File: src/rtl/autorange_pkg.sv
package autorange_pkg;
  typedef enum logic [1:0] {
    STEP_HOLD = 2'd0,
    STEP_DOWN = 2'd1,
    STEP_UP   = 2'd2
  } step_e;
endpackage

File: src/rtl/ar_sat_counter.sv
module ar_sat_counter #(
  parameter int W = 8
) (
  input  logic         clk,
  input  logic         rst,
  input  logic         clr,
  input  logic         inc,
  output logic [W-1:0] cnt
);
  always_ff @(posedge clk) begin
    if (rst || clr) cnt <= '0;
    else if (inc && cnt != {W{1'b1}}) cnt <= cnt + W'(1);
  end
endmodule

File: src/rtl/ar_mag_cmp.sv
module ar_mag_cmp #(
  parameter int SW       = 16,
  parameter int HI_SHIFT = 1
) (
  input  logic signed [SW-1:0] data,
  input  logic                 clip,
  input  logic                 held_clip,
  input  logic        [SW-1:0] thr_hi,
  input  logic        [SW-1:0] thr_lo,
  input  logic        [SW-1:0] band,
  output logic                 over,
  output logic                 under,
  output logic                 inwin
);
  localparam int WW = SW + HI_SHIFT + 1;

  logic [SW-1:0] mag;
  logic [WW-1:0] mag_w, lo_edge, hi_need;

  always_comb begin
    mag     = data[SW-1] ? SW'(-data) : SW'(data);
    mag_w   = WW'(mag);
    lo_edge = WW'(thr_lo) + WW'(band);
    hi_need = mag_w + (WW'(band) << HI_SHIFT);
    over    = clip | held_clip | (mag > thr_hi);
    under   = mag < thr_lo;
    inwin   = !over && (mag_w >= lo_edge) && (hi_need <= WW'(thr_hi));
  end
endmodule

File: src/rtl/autorange_ctrl.sv
module autorange_ctrl
  import autorange_pkg::*;
#(
  parameter int SW        = 16,
  parameter int CW        = 8,
  parameter int MAX_RANGE = 7,
  parameter int HI_SHIFT  = 1,
  parameter int RW        = $clog2(MAX_RANGE + 1)
) (
  input  logic                 clk,
  input  logic                 rst,
  input  logic                 s_valid,
  input  logic signed [SW-1:0] s_data,
  input  logic                 s_clip,
  input  logic        [SW-1:0] cfg_thr_hi,
  input  logic        [SW-1:0] cfg_thr_lo,
  input  logic        [SW-1:0] cfg_band,
  input  logic        [CW-1:0] cfg_dwell,
  input  logic        [CW-1:0] cfg_blank,
  input  logic                 cfg_emerg_en,
  output logic        [RW-1:0] range_idx,
  output logic                 range_chg,
  output logic                 range_up,
  output logic                 tag_strobe,
  output logic                 tag_ok,
  output logic                 range_stable
);
  localparam logic [RW-1:0] TOP_IDX = RW'(MAX_RANGE);

  logic [CW-1:0] blank_cnt, dwell_cnt;
  logic          held_clip;
  logic          over, under, inwin;
  logic          blanking, dwell_ok, at_bottom, at_top;
  logic          confirm, moved;
  step_e         step;

  ar_mag_cmp #(.SW(SW), .HI_SHIFT(HI_SHIFT)) u_cmp (
    .data      (s_data),
    .clip      (s_clip),
    .held_clip (held_clip),
    .thr_hi    (cfg_thr_hi),
    .thr_lo    (cfg_thr_lo),
    .band      (cfg_band),
    .over      (over),
    .under     (under),
    .inwin     (inwin)
  );

  // decision for the sample on the inputs this cycle
  always_comb begin
    blanking  = blank_cnt < cfg_blank;
    dwell_ok  = dwell_cnt >= cfg_dwell;
    at_bottom = range_idx == '0;
    at_top    = range_idx == TOP_IDX;
    step      = STEP_HOLD;
    confirm   = 1'b0;
    if (s_valid) begin
      if (blanking) begin
        if (s_clip && cfg_emerg_en && !at_bottom) step = STEP_DOWN;
      end else if (over && !at_bottom && dwell_ok) begin
        step = STEP_DOWN;
      end else if (!over && under && !at_top && dwell_ok) begin
        step = STEP_UP;
      end else if (!range_stable && inwin) begin
        confirm = 1'b1;
      end
    end
    moved = step != STEP_HOLD;
  end

  ar_sat_counter #(.W(CW)) u_blank_cnt (
    .clk (clk),
    .rst (rst),
    .clr (moved),
    .inc (s_valid && blanking),
    .cnt (blank_cnt)
  );

  ar_sat_counter #(.W(CW)) u_dwell_cnt (
    .clk (clk),
    .rst (rst),
    .clr (moved),
    .inc (s_valid),
    .cnt (dwell_cnt)
  );

  always_ff @(posedge clk) begin
    if (rst) begin
      range_idx    <= '0;
      range_chg    <= 1'b0;
      range_up     <= 1'b0;
      tag_strobe   <= 1'b0;
      tag_ok       <= 1'b0;
      range_stable <= 1'b0;
      held_clip    <= 1'b0;
    end else begin
      range_chg  <= moved;
      range_up   <= step == STEP_UP;
      tag_strobe <= s_valid;
      tag_ok     <= s_valid && !blanking;
      case (step)
        STEP_DOWN: range_idx <= range_idx - RW'(1);
        STEP_UP:   range_idx <= range_idx + RW'(1);
        default:   range_idx <= range_idx;
      endcase
      if (moved)        range_stable <= 1'b0;
      else if (confirm) range_stable <= 1'b1;
      if (moved)                              held_clip <= 1'b0;
      else if (s_valid && blanking && s_clip) held_clip <= 1'b1;
      else if (s_valid && !blanking)          held_clip <= 1'b0;
    end
  end
endmodule

File: config.mk
export PLATFORM = sky130hd
export DESIGN_NAME = autorange_ctrl
export DESIGN_NICKNAME = d
export VERILOG_FILES = /design/src/rtl/autorange_pkg.sv /design/src/rtl/ar_sat_counter.sv /design/src/rtl/ar_mag_cmp.sv /design/src/rtl/autorange_ctrl.sv
export SDC_FILE = /design/constraint.sdc
export NUM_CORES = 1
export LEC_CHECK = 0
export BUFFER_PORTS_ARGS = -buffer_cell sky130_fd_sc_hd__buf_2
export CELL_PAD_IN_SITES_DETAIL_PLACEMENT = 0
export CELL_PAD_IN_SITES_GLOBAL_PLACEMENT = 2
export CORE_MARGIN = 5
export CORE_UTILIZATION = 29
export DETAILED_ROUTE_END_ITERATION = 7
export PLACE_DENSITY_LB_ADDON = 0.1
export SYNTH_ARGS = -nofsm -noshare
export SYNTH_HDL_FRONTEND = slang
export SYNTH_SLANG_ARGS = --single-unit
File: constraint.sdc
create_clock -name clk -period 14.9 [get_ports clk]
set_clock_uncertainty 0.2 [all_clocks]
set_input_delay 0.745 -clock clk [delete_from_list [all_inputs] [get_ports clk]]
set_output_delay 0.745 -clock clk [all_outputs]
set_load 0.01 [all_outputs]
==> metrics <==
antenna violations before repair=0; number of DRC markers after the initial detailed-route iteration=163; latest clock arrival within the worst-skew pair=0.27 ns; largest cells by area after synthesis=ha_1 (31%), dfxtp_1 (11%), xnor2_1 (6.3%); hold_ws=0.273 ns; area share of and/or/nand/nor cells after synthesis=between 15 and 20%; post-route minimum period=around 6.6 ns; Data required, critical path=about 15 ns; Post-synth EDFFs=0; fraction of registers with async set or reset after synthesis=0%; Initial Util=between 20% and 30%; crit-path max FO=19; Cell Chain, Critical Path=buf_2, or4_4, or4_4, or3_1, o41ai_2, xnor2_1, ha_1, a21oi_1, nand2_1, a2111oi_0, or4b_1, nand3_1, o21ai_0, o311ai_0, ha_1, nand2b_1, a2111oi_0, nand4_1, a2111oi_0, nand4b_1, o22ai_1; CTS clk-pin slew, worst paths=0.07 ns; Hold Path End=range_stable; pins over their slew limit=0; Syn Inst Count=592; CP Data Arrival Time=roughly 6.6 ns; Tightest Hold Check Type=reg2reg; H-tree levels=1; register bit total from synthesis=25; hold path depth=2; Post-Syn Nets=797; sequential share of power=20.6%; Synth Area in Compound Gates=22.4%; post-synthesis average cell area=7.93 um^2; drt wl/cell=roughly 16 um; yosys warns=0; critical path capture point type=flip-flop; reg2reg start=u_blank_cnt.cnt[5]; first-pass GRT wire length=23400 um; Internal Power=0.195 mW; ratio of cells with drive above 1 in the final layout=between 10% and 20%; hold-fix buffer count after cts=0; power share of the combinational group=between 60% and 70%; DIE AREA=0.0188 mm^2; LEAKAGE=2.73 nW; Synth cell types=52; status=complete, no violations; sequential share of the synthesized area=about a tenth; Root Driver=clkbuf_16; post-synth top area share=31.2%; Via Count=4579; main combinational cell family by area after synthesis=adder cells; CP max stage cell=or4_4; RSZ-0062 raised after global routing=false; Routed WL=approximately 15000 um; worst stage delay on the critical path=~0.56 ns; cts repair resizes=0; Slew Limit Headroom=36.3%; Final #Nets=889; setup TNS=0 ns; Peak VDD IR=39.3 uV; vias per std cell=5.09; TritonCTS clock tree=done; Worst Tran Pin Value=approximately 0.93 ns; Placed Cells=895; DRC=0; Worst Reg-to-Reg Cells=15; DP HPWL=12800 um; CP most frequent cell=a2111oi_0; clock buffer depth=2; Setup Viol. Count Final=0; post-synthesis adder-cell area fraction=32.4%; Placeable Area=0.0159 mm^2; post-synthesis mux area share=0.879%; Sw Pwr=0.145 mW; Area Overhead vs Synth=17.0%; Yosys top cell by area=ha_1; DRT Pass-1 Iters=4; R2R setup slack=~11 ns; Net Sw Frac=a little over two fifths; CTS buffer count=3; kind of critical path=in2reg; # Post-CTS Setup Buffers=0; max cap viols=0; Post-Synth XOR/XNOR Area=about a tenth; # IOs=93; clock group share of total power=18.8%; count of final hold-check violations=0; FP Rows=46; Die H=137 um; total power=0.339 mW; gr ovfl total=0; R2R Path End=range_stable; Main synth FF type=dfxtp_1; Ant. Diodes=0; Port Buf Inserts=between 90 and 100; Routed Antenna Nets=0; gpl congestion=about 0.81; Die Span X=137 um; PwrDens=61.7 mW/mm^2; fmax=151 MHz; fin cells=899; post-synthesis cell area=~0.0047 mm^2; number of global-route vias before repair=4609; GRT Util Overall=15.5%; largest net degree at the start of global routing=20; Hold Path Origin=range_stable; Final period util=44.4%; Sink Count=25; Startpoint Class=input port
-- cell usage in the layout, fill, tap and decap left out, types with 16 or more instances in the layout --
master / netlist / routed
xnor2_1: 34 / 34
nor2_1: 45 / 45
nand3_1: 20 / 20
nand4_1: 16 / 16
ha_1: 117 / 117
o21ai_0: 26 / 26
xor2_1: 20 / 20
a21oi_1: 38 / 38
nand2_1: 25 / 25
buf_2: 0 / 92
a21o_1: 18 / 18
inv_1: 62 / 62
dfxtp_1: 25 / 25
-- cells in the mapped netlist, types with 5 or more instances --
cell type / instances
a31oi_1: 7
or3_1: 5
o211ai_1: 8
and3_1: 5
and2_1: 5
dfxtp_1: 25
ha_1: 117
o31ai_1: 5
nand2b_1: 12
xor2_1: 20
a21oi_1: 38
a2111oi_0: 8
o21a_1: 7
nand2_1: 25
o21ai_0: 26
inv_1: 62
nand4_1: 16
xnor2_1: 34
clkbuf_1: 6
nor3_1: 11
a21o_1: 18
nor2_1: 45
nand3_1: 20
a211oi_1: 15
-- routing by layer --
metal | part of all wire [%] | GRT usage (%) | vias to the layer above
li1 | - | - | 2364
met5 | 0 | 0 | -
met1 | 49 | 21.9 | 2089
met2 | 45 | 25.6 | 108
met3 | 3.9 | 1.79 | 18
met4 | 2.1 | 3.05 | 0
-- layout make-up --
class	count	area, um^2
flip-flops and latches	25	500
inverters	62	233
well taps	216	270
repair buffers	93	468
multi-input cells	499	3940
fillers	1747	10400
clock buffers	3	75.1
clock inverters	1	8.76
-- cells by family after synthesis --
logic type                 Yosys count
adders and majority gates          120
muxes                                4
and+or+nand+nor                    164
AOI/OAI and AO/OA                  157
DFF                                 25
buffers and inverters               68
xor gates and xnor gates            54
-- worst max path at each step --
stage | start | to | slack [ns]
3_5_place_dp | s_data[5] | range_stable | 7.91
4_1_cts | s_data[5] | range_stable | 8.19
6_report | s_data[5] | range_stable | 8.29
5_1_grt | s_data[5] | range_stable | 7.69
3_3_place_gp | s_data[5] | range_stable | 8.18
2_1_floorplan | s_data[5] | range_stable | 9.09
-- metrics by stage --
stage / setup WS [ns] / cell area [um^2] / util [%]
2_1_floorplan: 9.09 / 4700 / -
3_3_place_gp: 8.18 / 5410 / 34.1
3_5_place_dp: 7.91 / 5410 / 34.1
4_1_cts: 8.19 / 5500 / 34.6
5_1_grt: 7.69 / 5500 / 34.6
6_report: 8.29 / 5500 / 34.6
-- sequential cells by signal (all words and copies together) (netlist names) --
signal	cells
range_stable	1
range_idx	3
held_clip	1
tag_ok	1
range_up	1
range_chg	1
u_dwell_cnt.cnt	8
tag_strobe	1
u_blank_cnt.cnt	8
-- worst max-delay path, delay by kind of cell --
family / cells / cell delay, ns
adder cells (fa/ha/maj): 2 / 0.61
buffers and inverters: 1 / 0.12
XOR/XNOR: 1 / 0.31
AO/OA/AOI/OAI: 8 / 2.01
AND/OR/NAND/NOR: 9 / 2.80
-- power by group through the flow --
stage / sequential [mW] / combinational (mW) / clock (mW)
finish: 0.0698 / 0.206 / 0.0638
floorplan: 0.0710 / 0.144 / 0
global placement: 0.0714 / 0.205 / 0
global route: 0.0700 / 0.237 / 0.0683
detailed placement: 0.0714 / 0.206 / 0
CTS: 0.0698 / 0.207 / 0.0655
(Power assumes the default switching activity.)
